`config.mk`:
```
export PLATFORM = sky130hd
export DESIGN_NAME = bayer_black_level
export DESIGN_NICKNAME = d
export VERILOG_FILES = /design/src/rtl/blc_pkg.sv /design/src/rtl/blc_param_bank.sv /design/src/rtl/blc_site_tracker.sv /design/src/rtl/blc_datapath.sv /design/src/rtl/bayer_black_level.sv
export SDC_FILE = /design/constraint.sdc
export NUM_CORES = 1
export LEC_CHECK = 0
export ABC_AREA = 1
export BUFFER_PORTS_ARGS = -buffer_cell sky130_fd_sc_hd__buf_2
export CAP_MARGIN = 10
export CORE_ASPECT_RATIO = 1.4
export CORE_MARGIN = 5
export CORE_UTILIZATION = 60
export CTS_CLUSTER_DIAMETER = 60
export CTS_CLUSTER_SIZE = 10
export DETAILED_ROUTE_END_ITERATION = 10
export GPL_TIMING_DRIVEN = 0
export PLACE_DENSITY_LB_ADDON = 0.3
export SKIP_CTS_REPAIR_TIMING = 1
export SYNTH_ARGS = -nofsm -noshare
export SYNTH_HDL_FRONTEND = slang
export SYNTH_SLANG_ARGS = --single-unit
```
`constraint.sdc`:
```
create_clock -name clk -period 5.5 [get_ports clk]
set_input_delay 0.825 -clock clk [delete_from_list [all_inputs] [get_ports clk]]
set_output_delay 0.825 -clock clk [all_outputs]
set_load 0.005 [all_outputs]
```
`src/rtl/blc_pkg.sv`:
```
// Shared constants and types for the black level corrector.
// Assumes a 4-bit register address space and a 2x2 mosaic (four sites).
package blc_pkg;
    localparam int NSITE = 4;

    localparam logic [3:0] ADDR_PED0  = 4'd0;
    localparam logic [3:0] ADDR_GAIN0 = 4'd4;
    localparam logic [3:0] ADDR_PHASE = 4'd8;
    localparam logic [3:0] ADDR_MODE  = 4'd9;

    // Negative-result handling: bit 1 forces zero, bit 0 enables folding.
    typedef struct packed {
        logic force_zero;
        logic fold_en;
    } neg_mode_t;
endpackage

```
`src/rtl/blc_param_bank.sv`:
```
// Staged parameter store: writes land in staging registers, and these are
// copied to the active set when a start-of-frame pixel is accepted. The
// start-of-frame pixel itself already sees the staged values.
// Assumes frame_load is a one-cycle pulse coinciding with that acceptance.
module blc_param_bank
    import blc_pkg::*;
#(
    parameter int PIX_W  = 12,
    parameter int GAIN_W = 16,
    parameter logic [GAIN_W-1:0] GAIN_ONE = 16'h1000
) (
    input  logic              clk,
    input  logic              rst_n,
    input  logic              cfg_we,
    input  logic [3:0]        cfg_addr,
    input  logic [GAIN_W-1:0] cfg_wdata,
    input  logic              frame_load,
    input  logic [1:0]        site,
    output logic [PIX_W-1:0]  sel_ped,
    output logic [GAIN_W-1:0] sel_gain,
    output logic [1:0]        eff_phase,
    output neg_mode_t         eff_mode
);
    logic [NSITE-1:0][PIX_W-1:0]  stg_ped,  act_ped;
    logic [NSITE-1:0][GAIN_W-1:0] stg_gain, act_gain;
    logic [1:0]                   stg_phase, act_phase;
    neg_mode_t                    stg_mode, act_mode;

    // Capture register writes into staging, and adopt staging at frame start.
    always_ff @(posedge clk) begin
        if (!rst_n) begin
            for (int i = 0; i < NSITE; i++) begin
                stg_ped[i]  <= '0;
                act_ped[i]  <= '0;
                stg_gain[i] <= GAIN_ONE;
                act_gain[i] <= GAIN_ONE;
            end
            stg_phase <= '0;
            act_phase <= '0;
            stg_mode  <= '0;
            act_mode  <= '0;
        end else begin
            if (cfg_we) begin
                for (int i = 0; i < NSITE; i++) begin
                    if (cfg_addr == ADDR_PED0 + 4'(i))
                        stg_ped[i] <= cfg_wdata[PIX_W-1:0];
                    if (cfg_addr == ADDR_GAIN0 + 4'(i))
                        stg_gain[i] <= cfg_wdata;
                end
                if (cfg_addr == ADDR_PHASE) stg_phase <= cfg_wdata[1:0];
                if (cfg_addr == ADDR_MODE)  stg_mode  <= neg_mode_t'(cfg_wdata[1:0]);
            end
            if (frame_load) begin
                act_ped   <= stg_ped;
                act_gain  <= stg_gain;
                act_phase <= stg_phase;
                act_mode  <= stg_mode;
            end
        end
    end

    // Select the set in force for the current pixel and its site.
    always_comb begin
        eff_phase = frame_load ? stg_phase : act_phase;
        eff_mode  = frame_load ? stg_mode  : act_mode;
        sel_ped   = frame_load ? stg_ped[site]  : act_ped[site];
        sel_gain  = frame_load ? stg_gain[site] : act_gain[site];
    end

    // the active set only changes on an accepted start-of-frame pixel.
    assert_active_hold_R9: assert property (@(posedge clk) disable iff (!rst_n)
        !frame_load |=> ($stable(act_ped) && $stable(act_gain)
                         && $stable(act_phase) && $stable(act_mode)));
endmodule

```
`src/rtl/blc_site_tracker.sv`:
```
// Tracks row and column parity of the incoming stream and maps them,
// through the mosaic phase, onto a site index 0..3.
// Assumes every frame starts with a pixel flagged sof and lines end with eol.
module blc_site_tracker (
    input  logic       clk,
    input  logic       rst_n,
    input  logic       accept,
    input  logic       sof,
    input  logic       eol,
    input  logic [1:0] phase,
    output logic [1:0] site
);
    logic row_q, col_q;
    logic row_cur, col_cur;

    // Parity of the pixel now presented; frame start forces row 0, col 0.
    always_comb begin
        row_cur = sof ? 1'b0 : row_q;
        col_cur = sof ? 1'b0 : col_q;
        site    = {row_cur ^ phase[1], col_cur ^ phase[0]};
    end

    // Advance the parities on every accepted pixel.
    always_ff @(posedge clk) begin
        if (!rst_n) begin
            row_q <= 1'b0;
            col_q <= 1'b0;
        end else if (accept) begin
            col_q <= eol ? 1'b0 : ~col_cur;
            row_q <= eol ? ~row_cur : row_cur;
        end
    end

    // after a line ends, the next pixel starts on an even column.
    assert_col_restart_R1: assert property (@(posedge clk) disable iff (!rst_n)
        (accept && eol) |=> !col_q);
endmodule

```
`src/rtl/blc_datapath.sv`:
```
// Three-register pixel pipeline: pedestal removal with clip/fold,
// fixed-point gain with round-half-up, and saturation.
// Assumes all registers advance together on adv; a bubble is a cleared valid.
module blc_datapath
    import blc_pkg::*;
#(
    parameter int PIX_W  = 12,
    parameter int GAIN_W = 16,
    parameter int FRAC   = 12
) (
    input  logic              clk,
    input  logic              rst_n,
    input  logic              adv,
    input  logic              in_valid,
    input  logic [PIX_W-1:0]  in_pix,
    input  logic              in_sof,
    input  logic              in_eol,
    input  logic [PIX_W-1:0]  ped,
    input  logic [GAIN_W-1:0] gain,
    input  neg_mode_t         mode,
    output logic              out_valid,
    output logic [PIX_W-1:0]  out_pix,
    output logic              out_sof,
    output logic              out_eol
);
    localparam int PW = PIX_W + GAIN_W;
    localparam int RW = PW - FRAC + 1;
    localparam logic [PW:0]      HALF = (PW+1)'(1) << (FRAC - 1);
    localparam logic [PIX_W-1:0] MAXV = '1;

    logic              v1, v2;
    logic              sof1, eol1, sof2, eol2;
    logic [PIX_W-1:0]  mag1;
    logic [GAIN_W-1:0] gain1;
    logic [RW-1:0]     rnd2;

    logic [PIX_W:0]    diff_c;
    logic [PIX_W-1:0]  mag_c;
    logic [PW-1:0]     prod_c;
    logic [PW:0]       sum_c;

    // Stage 1 logic: subtract the pedestal and handle a negative difference.
    always_comb begin
        diff_c = {1'b0, in_pix} - {1'b0, ped};
        if (!diff_c[PIX_W])
            mag_c = diff_c[PIX_W-1:0];
        else if (mode.fold_en && !mode.force_zero)
            mag_c = ped - in_pix;
        else
            mag_c = '0;
    end

    // Stage 2 logic: multiply by the gain and round to nearest.
    always_comb begin
        prod_c = PW'(mag1) * PW'(gain1);
        sum_c  = {1'b0, prod_c} + HALF;
    end

    // Pipeline registers; all stages move together when adv is high.
    always_ff @(posedge clk) begin
        if (!rst_n) begin
            v1        <= 1'b0;
            v2        <= 1'b0;
            out_valid <= 1'b0;
            mag1      <= '0;
            gain1     <= '0;
            rnd2      <= '0;
            out_pix   <= '0;
            sof1      <= 1'b0;
            eol1      <= 1'b0;
            sof2      <= 1'b0;
            eol2      <= 1'b0;
            out_sof   <= 1'b0;
            out_eol   <= 1'b0;
        end else if (adv) begin
            v1        <= in_valid;
            mag1      <= mag_c;
            gain1     <= gain;
            sof1      <= in_sof;
            eol1      <= in_eol;
            v2        <= v1;
            rnd2      <= sum_c[PW:FRAC];
            sof2      <= sof1;
            eol2      <= eol1;
            out_valid <= v2;
            out_pix   <= (rnd2 > RW'(MAXV)) ? MAXV : rnd2[PIX_W-1:0];
            out_sof   <= sof2;
            out_eol   <= eol2;
        end
    end

    // a held output pixel keeps its value and flags until it advances.
    assert_hold_on_stall_R8: assert property (@(posedge clk) disable iff (!rst_n)
        (out_valid && !adv) |=> (out_valid && $stable(out_pix)
                                 && $stable(out_sof) && $stable(out_eol)));
endmodule

```
`src/rtl/bayer_black_level.sv`:
```
// Top level of the black level corrector: ties the site tracker, the staged
// parameter bank and the pixel pipeline together under one stall signal.
// Assumes one pixel per beat and frames delimited by sof/eol flags.
module bayer_black_level
    import blc_pkg::*;
#(
    parameter int PIX_W  = 12,
    parameter int GAIN_W = 16,
    parameter int FRAC   = 12
) (
    input  logic              clk,
    input  logic              rst_n,
    input  logic              s_valid,
    output logic              s_ready,
    input  logic [PIX_W-1:0]  s_data,
    input  logic              s_sof,
    input  logic              s_eol,
    output logic              m_valid,
    input  logic              m_ready,
    output logic [PIX_W-1:0]  m_data,
    output logic              m_sof,
    output logic              m_eol,
    input  logic              cfg_we,
    input  logic [3:0]        cfg_addr,
    input  logic [GAIN_W-1:0] cfg_wdata
);
    localparam logic [GAIN_W-1:0] GAIN_ONE = GAIN_W'(1) << FRAC;

    logic              adv, accept, frame_load;
    logic [1:0]        site, phase;
    logic [PIX_W-1:0]  ped;
    logic [GAIN_W-1:0] gain;
    neg_mode_t         mode;

    // Global stall: the pipeline moves whenever its last stage can empty.
    always_comb begin
        adv        = !m_valid || m_ready;
        s_ready    = adv;
        accept     = s_valid && adv;
        frame_load = accept && s_sof;
    end

    blc_site_tracker i_track (
        .clk    (clk),
        .rst_n  (rst_n),
        .accept (accept),
        .sof    (s_sof),
        .eol    (s_eol),
        .phase  (phase),
        .site   (site)
    );

    blc_param_bank #(
        .PIX_W    (PIX_W),
        .GAIN_W   (GAIN_W),
        .GAIN_ONE (GAIN_ONE)
    ) i_bank (
        .clk        (clk),
        .rst_n      (rst_n),
        .cfg_we     (cfg_we),
        .cfg_addr   (cfg_addr),
        .cfg_wdata  (cfg_wdata),
        .frame_load (frame_load),
        .site       (site),
        .sel_ped    (ped),
        .sel_gain   (gain),
        .eff_phase  (phase),
        .eff_mode   (mode)
    );

    blc_datapath #(
        .PIX_W  (PIX_W),
        .GAIN_W (GAIN_W),
        .FRAC   (FRAC)
    ) i_dp (
        .clk       (clk),
        .rst_n     (rst_n),
        .adv       (adv),
        .in_valid  (accept),
        .in_pix    (s_data),
        .in_sof    (s_sof),
        .in_eol    (s_eol),
        .ped       (ped),
        .gain      (gain),
        .mode      (mode),
        .out_valid (m_valid),
        .out_pix   (m_data),
        .out_sof   (m_sof),
        .out_eol   (m_eol)
    );

    // Occupancy counter used only to check that no pixel is lost or created.
    logic [2:0] inflight;
    always_ff @(posedge clk) begin
        if (!rst_n) inflight <= '0;
        else        inflight <= inflight + 3'(accept) - 3'(m_valid && m_ready);
    end

    // never more than three pixels between input and output.
    assert_occupancy_R7: assert property (@(posedge clk) disable iff (!rst_n)
        inflight <= 3'd3);
endmodule

```
==> flow_metrics.tcl <==
set metrics [dict create \
    r2r_cells 22 \
    switching_share_pct 35.9 \
    grt_first_pass_wirelength_um 103000 \
    yosysSeqAreaShare_pct 29.2 \
    syn_inst 2920 \
    synth-main-ff-cell "dfxtp_1" \
    vias 19600 \
    p_clk_share_pct 32.3 \
    dp_hpwl_um 51600 \
    yosysUniqueCellTypes 40 \
    fill_cells 3116 \
    pwr-share-comb_pct 30.3 \
    period_needed_ps 5330 \
    worst_pin_slew_ps 900 \
    clk_pin_slew_ps 60 \
    finalMaxSlewViolations 0 \
    worstReg2RegStart "i_dp.mag1[4]" \
    finalWeightedCongestion 0.990 \
    r2r_slack_ps 170 \
    async_reset_ff_share_pct 0 \
    track_usage_pct 33.6 \
    die_area_um2 38100 \
    yosysWarnings 0 \
    hold_viol_final 0 \
    grt_max_degree 11 \
    min_period_over_period_pct 96.8 \
    vias_per_cell 5.68 \
    crit_cells 22 \
    path_common_cell "nand2_1" \
    rsz0062_at_grt "yes" \
    final_util_pct 65.8 \
    critPathLaunch "i_dp.mag1[4]" \
    start_kind "register" \
    synth_largest_area_cell "dfxtp_1" \
    synth-edff-count 0 \
    antenna_found_initial 0 \
    leakage_nw 10.8 \
    synth.avg_cell_area_um2 7.03 \
    syn_nets 3203 \
    dr.pass1.iters 6 \
    cap_violations 0 \
    yosysMostFrequentCell "nand2_1" \
    critPathRequiredTime_ps 5910 \
    slew_headroom_pct 40.0 \
    initial_core_util_pct 60.5 \
    holdPathStages 2 \
    grt_pass1_vias 20000 \
    fin_nets 3272 \
    p_seq_share_pct 37.5 \
    net-switching-power_mw 2.36 \
    drc_errors 0 \
    rows 80 \
    ant_nets 0 \
    cp_data_arrival_time_ps 5740 \
    cts_tree "built" \
    htree_levels 2 \
    die_x_um 166 \
    worst_ir_drop_vdd_mv 0.277 \
    p_per_area_nw_per_um2 295 \
    wl_um 65300 \
    p_int_mw 4.22 \
    clkLatencyLatePin_ps 530 \
    outcome "finished, final reports clean" \
    cts_root_buf "clkbuf_16" \
    avgRoutedWirePerCell_um 18.9 \
    synth-seq-cells 300 \
    pin_count 55 \
    fmax_ghz 0.188 \
    syn_to_final_growth_pct 8.74 \
    hp-class "reg2reg" \
    setup_viol 0 \
    rr_endpoint "i_dp.rnd2[13]" \
    slowest_delay_ps 560 \
    cp_slowest_cell "fa_1" \
    synthTopCellsByArea "dfxtp_1 29%, fa_1 14%, nand2_1 12%" \
    crit_buf_inv 6 \
    fin_skew_ps 15.6 \
    grt_overflow_total 0 \
    core_um2 33900 \
    worstPathMaxFanout 10 \
    path_cells "clkbuf_4, nand2_1, fa_1, fa_1, inv_1, fa_1, fa_1, inv_1, fa_1, inv_1, ha_1, nand2_1, nor2_1, inv_1, nor3_1, nand2_1, nand2_1, nand2_1, nand3_1, nand3_1, nand2_1, inv_1" \
    yosysTopAreaCellShare_pct 29.2 \
    cp-end-kind "register" \
    drive_above_1_share_pct 6.75 \
    netlist_area_um2 20500 \
    io_buffers 41 \
    clkSinkCount 300 \
    finalSetupTns_ps 0 \
    critical_path_class "reg2reg" \
    first_iter_violations 1768 \
    cts_buffer_depth 3 \
    numCtsBuffers 37 \
    synthTopCellsByCount "662 x nand2_1, 436 x inv_1, 300 x dfxtp_1" \
    final_cell_area_um2 22300 \
    cp_top_family "adder cells" \
    post_dp_cell_area_um2 21300 \
    crit_end "i_dp.rnd2[13]" \
    die_y_um 229 \
]
-- area by class of cell --
cell class | instances | area (µm²) | area share, %
antenna | 1 | 2.50 | 0.0112
buffer | 176 | 841 | 3.76
clock buffer | 37 | 926 | 4.15
clock inverter | 6 | 70.1 | 0.314
inverter | 451 | 1690 | 7.58
multi-input combinational | 1982 | 12000 | 53.8
sequential | 300 | 6020 | 27.0
tap | 451 | 564 | 2.53
timing repair buffer | 41 | 205 | 0.919
-- placed cells by master, fill, tap and decap left out, drive strengths merged --
master	count
o21ai	264
nor4	1
buf	103
diode	1
nand4	14
or3	1
inv	453
ha	102
dfxtp	300
nand3	209
a21o	5
fa	142
bufinv	1
a21boi	1
xor2	11
o21bai	10
and2	1
a21oi	218
nand2	667
o211ai	47
and3	1
or2	3
nor3	10
nor2	263
clkbuf	151
o21a	4
clkinv	3
a31oi	3
nor3b	1
xnor2	4
-- worst register-to-register path, stage by stage (launching register included) --
cell,delay [ps]
dfxtp_2,490
clkbuf_4,300
nand2_1,100
fa_1,510
fa_1,520
inv_1,50
fa_1,500
fa_1,500
inv_1,50
fa_1,560
inv_1,70
ha_1,420
nand2_1,130
nor2_1,150
inv_1,70
nor3_1,160
nand2_1,80
nand2_1,120
nand2_1,90
nand3_1,70
nand3_1,120
nand2_1,110
inv_1,40
-- power groups by stage --
stage	registers (mW)	logic, mW	clock network, mW
after detailed placement	2.43	2.03	0
after floorplan	2.41	1.34	0
after CTS	2.39	2.04	2.14
after global placement	2.43	1.97	0
final	2.47	1.99	2.12
after global routing	2.47	2.20	2.24
-- cell families after synthesis --
kind of cell | share of synthesized area [%]
AO/OA/AOI/OAI | 14.5
XOR/XNOR | 0.640
adder cells (fa/ha/maj) | 20.1
buffers and inverters | 12.3
flip-flops | 29.2
AND/OR/NAND/NOR | 23.3
-- worst min path at each step --
stage / from / end / slack (ps)
after floorplan: i_dp.v2 / i_dp.v2 / 430
after global placement: i_bank.act_ped[14] / i_bank.act_ped[14] / 440
after CTS: i_bank.act_ped[33] / i_bank.act_ped[33] / 450
final: i_bank.act_ped[19] / i_bank.act_ped[19] / 450
after detailed placement: i_bank.act_ped[33] / i_bank.act_ped[33] / 450
after global routing: i_bank.act_ped[33] / i_bank.act_ped[33] / 480
-- flip-flops by register name, indices dropped and copies added (netlist names), 2 cells and up --
register and cells:
i_bank.act_gain 64, i_bank.act_mode 2, i_bank.act_ped 48, i_bank.act_phase 2, i_bank.stg_gain 64, i_bank.stg_mode 2
i_bank.stg_ped 48, i_bank.stg_phase 2, i_dp.gain1 16, i_dp.mag1 12, i_dp.out_pix 12, i_dp.rnd2 17
-- metrics by stage --
step,hold WS (ps),std cells,setup slack (ps),power (mW)
floorplan,430,2920,758,3.75
global placement,439,3412,-373,4.39
detailed placement,447,3412,-417,4.46
CTS,454,3455,-436,6.57
global route,477,3444,-15.4,6.91
finish,452,3445,174,6.58
-- metal layers --
metal  vias to the layer above  GRT usage, %  part of all wire, %  routed length [µm]
li1                       9279             -                    -                   -
met1                      9138          37.4                   36               23700
met5                         -             0                    0                   0
met4                         0          20.6                  6.8                4460
met2                       890          60.6                   50               32800
met3                       251          4.05                  6.6                4290
No activity file was read; power rests on OpenSTA's default activity.
